**src/rtl/pot_fir_pkg.sv**
```systemverilog
package pot_fir_pkg;
  typedef enum logic [1:0] {
    ST_IDLE  = 2'd0,
    ST_GROUP = 2'd1,
    ST_ACCUM = 2'd2,
    ST_FOLD  = 2'd3
  } eng_state_e;
endpackage

```
**src/rtl/pot_fir_ctrl.sv**
```systemverilog
module pot_fir_ctrl
  import pot_fir_pkg::*;
#(
  parameter int GROUPS  = 16,
  parameter int CNT_W   = 8,
  parameter int COEF_AW = 9,
  parameter int GRP_W   = $clog2(GROUPS)
) (
  input  logic               clk_i,
  input  logic               rst_ni,
  input  logic               start_i,
  output logic [GRP_W-1:0]   cnt_addr_o,
  input  logic [CNT_W-1:0]   cnt_data_i,
  output logic [COEF_AW-1:0] coef_addr_o,
  output logic               clr_o,
  output logic               acc_en_o,
  output logic               fold_en_o,
  output logic               last_o
);
  localparam logic [GRP_W-1:0] GRP_TOP = GRP_W'(GROUPS - 1);

  eng_state_e         state_q;
  logic [GRP_W-1:0]   grp_q;
  logic [CNT_W-1:0]   rem_q;
  logic [COEF_AW-1:0] caddr_q;

  always_ff @(posedge clk_i or negedge rst_ni) begin
    if (!rst_ni) begin
      state_q <= ST_IDLE;
      grp_q   <= '0;
      rem_q   <= '0;
      caddr_q <= '0;
    end else begin
      case (state_q)
        ST_IDLE: if (start_i) begin
          grp_q   <= GRP_TOP;
          caddr_q <= '0;
          state_q <= ST_GROUP;
        end
        ST_GROUP: begin
          rem_q   <= cnt_data_i;
          state_q <= (cnt_data_i == '0) ? ST_FOLD : ST_ACCUM;
        end
        ST_ACCUM: begin
          caddr_q <= caddr_q + 1'b1;
          rem_q   <= rem_q - 1'b1;
          if (rem_q == CNT_W'(1)) state_q <= ST_FOLD;
        end
        default: begin
          if (grp_q == '0) state_q <= ST_IDLE;
          else begin
            grp_q   <= grp_q - 1'b1;
            state_q <= ST_GROUP;
          end
        end
      endcase
    end
  end

  assign cnt_addr_o  = grp_q;
  assign coef_addr_o = caddr_q;
  assign clr_o       = (state_q == ST_IDLE) && start_i;
  assign acc_en_o    = (state_q == ST_ACCUM);
  assign fold_en_o   = (state_q == ST_FOLD);
  assign last_o      = fold_en_o && (grp_q == '0);

  // one coefficient consumed per accumulate cycle
  p_one_op_per_clk_r7: assert property (@(posedge clk_i) disable iff (!rst_ni)
    acc_en_o |=> coef_addr_o == COEF_AW'($past(coef_addr_o) + 1'b1));

  p_group_descends_r4: assert property (@(posedge clk_i) disable iff (!rst_ni)
    (fold_en_o && !last_o) |=> cnt_addr_o == GRP_W'($past(cnt_addr_o) - 1'b1));

  p_run_continues_r9: assert property (@(posedge clk_i) disable iff (!rst_ni)
    (state_q != ST_IDLE && !last_o) |=> state_q != ST_IDLE);
endmodule

```
**src/rtl/pot_fir_tap.sv**
```systemverilog
module pot_fir_tap #(
  parameter int SAMPLE_W = 16,
  parameter int MAG_W    = 8,
  parameter int ACC_W    = 40
) (
  input  logic [MAG_W:0]           coef_i,
  input  logic [MAG_W-1:0]         wr_ptr_i,
  input  logic [SAMPLE_W-1:0]      hist_data_i,
  output logic [MAG_W-1:0]         hist_addr_o,
  output logic signed [ACC_W-1:0]  term_o
);
  localparam int EXT_W = ACC_W - SAMPLE_W;

  logic signed [ACC_W-1:0] samp_ext;

  // circular history: x(n-m) sits m entries behind the write pointer
  assign hist_addr_o = wr_ptr_i - coef_i[MAG_W-1:0];
  assign samp_ext    = {{EXT_W{hist_data_i[SAMPLE_W-1]}}, hist_data_i};
  assign term_o      = coef_i[MAG_W] ? -samp_ext : samp_ext;
endmodule

```
**src/rtl/pot_fir_datapath.sv**
```systemverilog
module pot_fir_datapath #(
  parameter int ACC_W = 40
) (
  input  logic                    clk_i,
  input  logic                    rst_ni,
  input  logic                    clr_i,
  input  logic                    acc_en_i,
  input  logic                    fold_en_i,
  input  logic                    last_i,
  input  logic signed [ACC_W-1:0] term_i,
  output logic signed [ACC_W-1:0] y_o,
  output logic                    done_o
);
  logic signed [ACC_W-1:0] usum_q, acc_q, fold_val;

  always_comb fold_val = (acc_q + usum_q) >>> 1;

  always_ff @(posedge clk_i or negedge rst_ni) begin
    if (!rst_ni) begin
      usum_q <= '0;
      acc_q  <= '0;
      y_o    <= '0;
      done_o <= 1'b0;
    end else begin
      done_o <= last_i;
      if (clr_i) begin
        usum_q <= '0;
        acc_q  <= '0;
      end else if (acc_en_i) begin
        usum_q <= usum_q + term_i;
      end else if (fold_en_i) begin
        usum_q <= '0;
        acc_q  <= fold_val;
      end
      if (last_i) y_o <= fold_val;
    end
  end

  p_done_single_r7: assert property (@(posedge clk_i) disable iff (!rst_ni)
    done_o |=> !done_o);

  p_hold_out_r8: assert property (@(posedge clk_i) disable iff (!rst_ni)
    !done_o |-> $stable(y_o));

  p_acc_fold_excl_r5: assert property (@(posedge clk_i) disable iff (!rst_ni)
    !(acc_en_i && fold_en_i));
endmodule

```
**src/rtl/pot_fir_engine.sv**
```systemverilog
module pot_fir_engine #(
  parameter int SAMPLE_W = 16,
  parameter int MAG_W    = 8,
  parameter int GROUPS   = 16,
  parameter int CNT_W    = 8,
  parameter int COEF_AW  = 9,
  parameter int ACC_W    = 40,
  parameter int GRP_W    = $clog2(GROUPS)
) (
  input  logic                clk_i,
  input  logic                rst_ni,
  input  logic                start_i,
  input  logic [MAG_W-1:0]    wr_ptr_i,
  output logic [MAG_W-1:0]    hist_addr_o,
  input  logic [SAMPLE_W-1:0] hist_data_i,
  output logic [GRP_W-1:0]    cnt_addr_o,
  input  logic [CNT_W-1:0]    cnt_data_i,
  output logic [COEF_AW-1:0]  coef_addr_o,
  input  logic [MAG_W:0]      coef_data_i,
  output logic                done_o,
  output logic [ACC_W-1:0]    y_o
);
  logic clr, acc_en, fold_en, last;
  logic signed [ACC_W-1:0] term, y_s;

  pot_fir_ctrl #(
    .GROUPS(GROUPS), .CNT_W(CNT_W), .COEF_AW(COEF_AW), .GRP_W(GRP_W)
  ) i_ctrl (
    .clk_i(clk_i), .rst_ni(rst_ni), .start_i(start_i),
    .cnt_addr_o(cnt_addr_o), .cnt_data_i(cnt_data_i),
    .coef_addr_o(coef_addr_o), .clr_o(clr), .acc_en_o(acc_en),
    .fold_en_o(fold_en), .last_o(last)
  );

  pot_fir_tap #(
    .SAMPLE_W(SAMPLE_W), .MAG_W(MAG_W), .ACC_W(ACC_W)
  ) i_tap (
    .coef_i(coef_data_i), .wr_ptr_i(wr_ptr_i), .hist_data_i(hist_data_i),
    .hist_addr_o(hist_addr_o), .term_o(term)
  );

  pot_fir_datapath #(.ACC_W(ACC_W)) i_dp (
    .clk_i(clk_i), .rst_ni(rst_ni), .clr_i(clr), .acc_en_i(acc_en),
    .fold_en_i(fold_en), .last_i(last), .term_i(term),
    .y_o(y_s), .done_o(done_o)
  );

  assign y_o = y_s;
endmodule

```
**config.mk**
```make
export PLATFORM = sky130hd
export DESIGN_NAME = pot_fir_engine
export DESIGN_NICKNAME = d
export VERILOG_FILES = /design/src/rtl/pot_fir_pkg.sv /design/src/rtl/pot_fir_ctrl.sv /design/src/rtl/pot_fir_tap.sv /design/src/rtl/pot_fir_datapath.sv /design/src/rtl/pot_fir_engine.sv
export SDC_FILE = /design/constraint.sdc
export NUM_CORES = 1
export LEC_CHECK = 0
export BUFFER_PORTS_ARGS = -buffer_cell sky130_fd_sc_hd__buf_2
export CAP_MARGIN = 20
export CORE_UTILIZATION = 30
export DETAILED_ROUTE_END_ITERATION = 7
export GPL_TIMING_DRIVEN = 0
export PLACE_DENSITY = 0.43
export SYNTH_ARGS = -nofsm -noshare
export SYNTH_HDL_FRONTEND = slang
export SYNTH_SLANG_ARGS = --single-unit
```
**constraint.sdc**
```tcl
create_clock -name clk_i -period 4.8 [get_ports clk_i]
set_input_delay 0.96 -clock clk_i [delete_from_list [all_inputs] [get_ports clk_i]]
set_output_delay 0.96 -clock clk_i [all_outputs]
set_load 0.1 [all_outputs]
```
# After elaboration in Yosys (flattened, before gate mapping)
# Cells that the tools add are included.
# classes
add_sub_neg,7
multipliers,0
div_mod_pow,0
order_cmp,0
eq_ne,8
n_shift,0
n_mux,18
bitwise,1
n_reduce_logical,14
# ops
op,count
40-bit two-way mux,7
40-bit adder,2
16-bit negation with 40-bit output,1
9-bit case mux with 2 select lines,1
8-bit case mux with 2 select lines,1
9-bit by 1-bit adder with 9-bit output (second input constant),1
9-bit two-way mux,1
8-bit by 1-bit == test with 1-bit output (second input constant),1
8-bit logical NOT,1
4-bit two-way mux,2
4-bit case mux with 2 select lines,1
8-bit by 1-bit subtractor with 8-bit output (second input constant),1
8-bit subtractor,1
2-bit inequality test (second input constant),3
2-bit case mux with 3 select lines,1
2-bit AND reduction,3
2-bit nonzero test,3
2-bit == test (second input constant),2
4-bit logical NOT,1
2-bit two-way mux,2
4-bit by 1-bit subtractor with 4-bit output (second input constant),1
3-bit AND reduction,1
3-bit nonzero test,1
2-bit by 1-bit == test with 1-bit output (second input constant),1
6 further kinds,8
# totals
regBits,143
latchBits,0
ram_bits,0
romBits,0
word_cells,56
n_memories,0

# Longest topological paths before layout
# depth
ltp_word,5
depth_mapped,21
mapped_depth_nobuf,20

# Modules after synthesis
# From an unflattened synthesis, not the netlist that was laid out.
# unflattened
hier_cells,1156
area_unflattened_um2,10687.8
# by_module_without_submodules
module,n_inst,cells_per_inst,area_each_um2,seq_area_each_um2
pot_fir_datapath,1,866,8366.8,2977.9
pot_fir_ctrl,1,158,1431.4,575.6
pot_fir_tap,1,132,889.6,0.0

# Worst setup path before layout
# No wires, ideal clock.
# synth_timing
path_kind,input -> register
from,input port hist_data_i[6]
to,register i_dp.usum_q[38]
setup_ns,0.128
arrival_time_ns,4.779
required_time_ns,4.672
slack_ns,-0.107
cell_stages,15
n_path_buf,0
path_cell_list,or4_1 > or4_1 > or4_1 > ha_1 > a21oi_1 > ha_1 > a21o_1 > a21o_1 > a21oi_1 > nand2_1 > o31ai_1 > o31ai_1 > a31oi_1 > mux2i_1 > nand3_1
# synth_between
elab_chain_cells,5
# synth_rtl
element,line_no,text
from (decl),pot_fir_engine.sv:15,"input logic [SAMPLE_W-1:0] hist_data_i,"
16-bit negation with 40-bit output,pot_fir_tap.sv:19,assign term_o = coef_i[MAG_W] ? -samp_ext : samp_ext;
40-bit two-way mux (*),pot_fir_tap.sv:19,
40-bit adder (*),pot_fir_datapath.sv:30,usum_q <= usum_q + term_i;
40-bit two-way mux (*),pot_fir_datapath.sv:29,end else if (acc_en_i) begin
40-bit two-way mux (*),pot_fir_datapath.sv:26,if (clr_i) begin
to (signal assigned),pot_fir_datapath.sv:30,
to (decl),pot_fir_datapath.sv:14,"logic signed [ACC_W-1:0] usum_q, acc_q, fold_val;"
# Every way passes the cells marked *; elsewhere a longest branch is shown, timed or not.
# A chain may end at the register's enable or synchronous reset.

# Worst setup path after layout
# layout_timing
from,input port hist_data_i[5]
to,register i_dp.usum_q[36]
# Same word-level chain as after synthesis.

==> flow_summary.yaml <==
status:
  status: "finished, violations left"
  violations: "design-rule violations"
placed_design:
  port_buffers: 105
  pre_cts_slack_ns: -1.08
  dp.cells: 1791
  dp_hpwl_mm: 24.2
  place.gp.congestion: 0.834
flow_run:
  drv_cap: 0
route:
  drtIter0Drc: 409
  ant_nets: 0
  via_per_inst: 5.03
  dr.pass1.iters: 7
  vias: 9230
  wl_mm: 30.9
  drc: 1
  routedWlPerCell_um: 16.8
clock_network:
  path_clk_slew_ns: 0.06
  cts_tree: "yes"
  clk_latency_ns: 0.43
  hold_buffers: 0
  htreeDepth: 4
  clk_path_buf_depth: 2
  ctsRootBufferMaster: "clkbuf_16"
  cts_buffers: 17
  numClockSinks: 142
yosys:
  async_flop_share_pct: 100
  ys_ff_latch: 142
  netlist_area_um2: 10500
  synth-edff-count: 0
  synth_flop_cell: "dfrtp_1"
  synth-seq-area-share_pct: 33.9
  yosys_warnings: 0
  netlist_instances: 1230
  syn_area_per_cell_um2: 8.52
  synth.net_count: 1375
  ys_types: 60
global_routing:
  grt_pass1_vias: 9144
  grt_use_total_pct: 17.8
  grt_max_degree: 84
  grt-ovfl-total: 0
  grt_antenna_before_repair: 0
  grt_pass1_wl_mm: 50.3
floorplanning:
  initial_utilization_pct: 30.4
  dieArea_um2: 35700
  core_um2: 34500
  pin_count: 106
  die_h_um: 189
  fp.dieW_um: 189
  rows: 68
timing:
  finalSetupViolations: 0
  rsz0062_at_grt: "yes"
  worst_slack_ns: 0.107
  post-route-period-util_pct: 97.8
  fmax_mhz: 213
  worst_pin_slew_ns: 0.866
  finClkSkew_ns: 0.0105
  relSlewSlack_pct: 42.1
  hold_viol_final: 0
  whs_ns: 0.470
  report.final.slew_viol_count: 0
  fin_crit_ns: 4.69
critical_path:
  r2r_cells: 11
  rr_startpoint: "i_dp.usum_q[2]"
  reg2reg_slack_ns: 0.85
  timing.rr.end: "i_dp.acc_q[38]"
  crit_required_ns: 5.09
  arrival_ns: 4.98
  slowest_delay_ns: 0.58
  crit_start: "hist_data_i[5]"
  cp_common_cell: "or4_4"
  worstPathCellList: "buf_6 -> or4_4 -> or4_4 -> or4_4 -> ha_4 -> a21oi_4 -> ha_4 -> nand2_2 -> nor2_2 -> o21ai_2 -> a211o_1 -> nand2_2 -> o31ai_4 -> o31ai_4 -> a21bo_2 -> xnor2_2 -> o21ai_1"
  crit_path_start_kind: "input pin"
  path_class: "in -> reg"
  crit_path_max_fanout: 6
  slowest_stage: "or4_4"
  end_kind: "register"
cells_and_area:
  area_growth_pct: 22.4
  fillers: 3549
  fin_cells: 1834
  fin_util_pct: 37.2
  area.sequential_um2: 3550
  antenna_cells: 0
  drive_gt1_share_pct: 16.8
  nNetsFinal: 1512
  multi_input_area_um2: 6980
hold_path:
  hold_depth: 2
  hold_path_class: "reg -> reg"
  hold_path_end: "i_dp.y_o[27]"
  min-delay-start: "i_dp.y_o[27]"
power_and_ir_drop:
  ir_drop_uv: 431
  p_leak_nw: 6.26
  power_density_nw_per_um2: 737
## per-layer routing
| metal | share of wire (%) | up-vias | global-route usage [%] |
|---|---|---|---|
| li1 | - | 4694 | - |
| met4 | 1.2 | 0 | 4.31 |
| met5 | 0 | - | 0 |
| met1 | 51 | 4371 | 25.4 |
| met2 | 45 | 146 | 28.3 |
| met3 | 2.8 | 19 | 2.45 |
## power breakdown
group	leakage (nW)	switching [mW]	internal (mW)	total [mW]
sequential	1.86	0.436	1.69	2.13
combinational	4.09	4.10	1.76	5.85
clock	0.310	0.536	0.932	1.47
## synth_stat cells, types with 3 or more instances
master	count	area, µm²
a21boi_0	11	82.6
fa_1	3	60.1
a221o_1	3	30.0
a31oi_1	13	81.3
or4_1	6	45.0
a21o_1	68	510
o2111ai_1	4	35.0
or3_1	6	37.5
o22ai_1	7	43.8
nand2b_1	15	93.8
nand2_1	193	724
o31ai_1	10	75.1
a22o_1	14	123
ha_1	98	1230
nor3_1	8	40.0
o22a_1	3	26.3
and3_1	12	75.1
o21a_1	6	45.0
mux2_2	8	90.1
o21bai_1	16	120
nor2_1	48	180
o41ai_1	3	26.3
mux2i_1	8	80.1
a221oi_1	4	35.0
nor4_1	3	18.8
a211oi_1	4	30.0
xor2_1	38	333
a41oi_1	4	35.0
clkbuf_1	51	191
nand4_1	19	119
nand3_1	25	125
a21oi_1	84	420
dfrtp_1	142	3550
o211ai_1	3	22.5
xnor2_1	59	517
nor2b_1	12	75.1
and4_1	3	26.3
inv_1	45	169
o21ai_0	138	691
and2_1	5	31.3
## registers in the layout, summed over array words and instances (netlist names)
name / flops
i_dp.done_o: 1
i_ctrl.rem_q: 8
i_ctrl.state_q: 2
i_dp.acc_q: 39
i_dp.usum_q: 40
i_dp.y_o: 39
i_ctrl.coef_addr_o: 9
i_ctrl.cnt_addr_o: 4
## stage by stage
stage / power (mW) / TNS, ns / area [µm²]
after global placement: 7.76 / -14.21 / 11600
after global routing: 10.2 / -0.0768 / 12800
after detailed placement: 7.80 / -14.21 / 11600
after floorplan: 6.40 / 0 / 10500
after CTS: 9.37 / 0 / 12500
final: 9.45 / 0 / 12800
## cells by family (layout without fill, tap and decap cells)
| kind of cell | after synthesis | in the layout | share of synthesized area, % |
|---|---|---|---|
| flops | 142 | 142 | 33.9 |
| fa+ha+maj | 101 | 101 | 12.3 |
| xor+xnor | 97 | 97 | 8.11 |
| buf+inv | 100 | 249 | 3.66 |
| compound gates | 417 | 417 | 25.1 |
| simple gates | 357 | 357 | 15.3 |
| mux | 16 | 16 | 1.62 |
## worst max-delay path, delay by kind of cell
| family | cells | cell delay, ns |
|---|---|---|
| AND/OR/NAND/NOR | 6 | 1.96 |
| AO/OA/AOI/OAI | 7 | 1.23 |
| adder cells (fa/ha/maj) | 2 | 0.62 |
| XOR/XNOR | 1 | 0.11 |
| buffers and inverters | 1 | 0.10 |
## worst max-delay path by stage
| stage | to | slack (ns) | cells past startpoint |
|---|---|---|---|
| 6_report | i_dp.usum_q[36] | 0.11 | 17 |
| 5_1_grt | i_dp.usum_q[35] | -0.03 | 18 |
| 4_1_cts | i_dp.usum_q[39] | 0.003 | 19 |
| 3_5_place_dp | i_dp.usum_q[32] | -1.08 | 17 |
| 3_3_place_gp | i_dp.usum_q[32] | -1.09 | 15 |
| 2_1_floorplan | i_dp.usum_q[38] | 0.000001 | 15 |
## area by class of cell
| class | count | area share [%] |
|---|---|---|
| clock buffers | 20 | 3.48 |
| plain buffers | 47 | 1.52 |
| well taps | 455 | 4.44 |
| clock inverters | 11 | 1.48 |
| multi-input cells | 988 | 54.4 |
| inverters | 46 | 1.35 |
| flip-flops and latches | 142 | 27.7 |
| repair buffers | 125 | 5.57 |
## what timing repair did
| action | CTS | global route |
|---|---|---|
| resized for setup | 35 | 49 |
| pin swaps | 16 | 38 |
| endpoints found under the setup margin | 16 | 13 |
| buffers inserted | 6 | 13 |
## cells in the final DEF (no fill, tap or decap), types with 15 or more instances in the layout
cell       synthesis  layout
nand4_1           19      19
nand2b_1          15      15
o21ai_0          138     133
xnor2_1           59      57
nand2_1          193     188
buf_4              2      21
a21oi_1           84      76
nor2_1            48      45
buf_2              1     103
clkbuf_16          0      17
inv_1             45      45
dfrtp_1          142     142
nand3_1           25      24
xor2_1            38      38
ha_1              98      87
clkbuf_1          51      45
a21o_1            68      68
(Power assumes the default switching activity.)
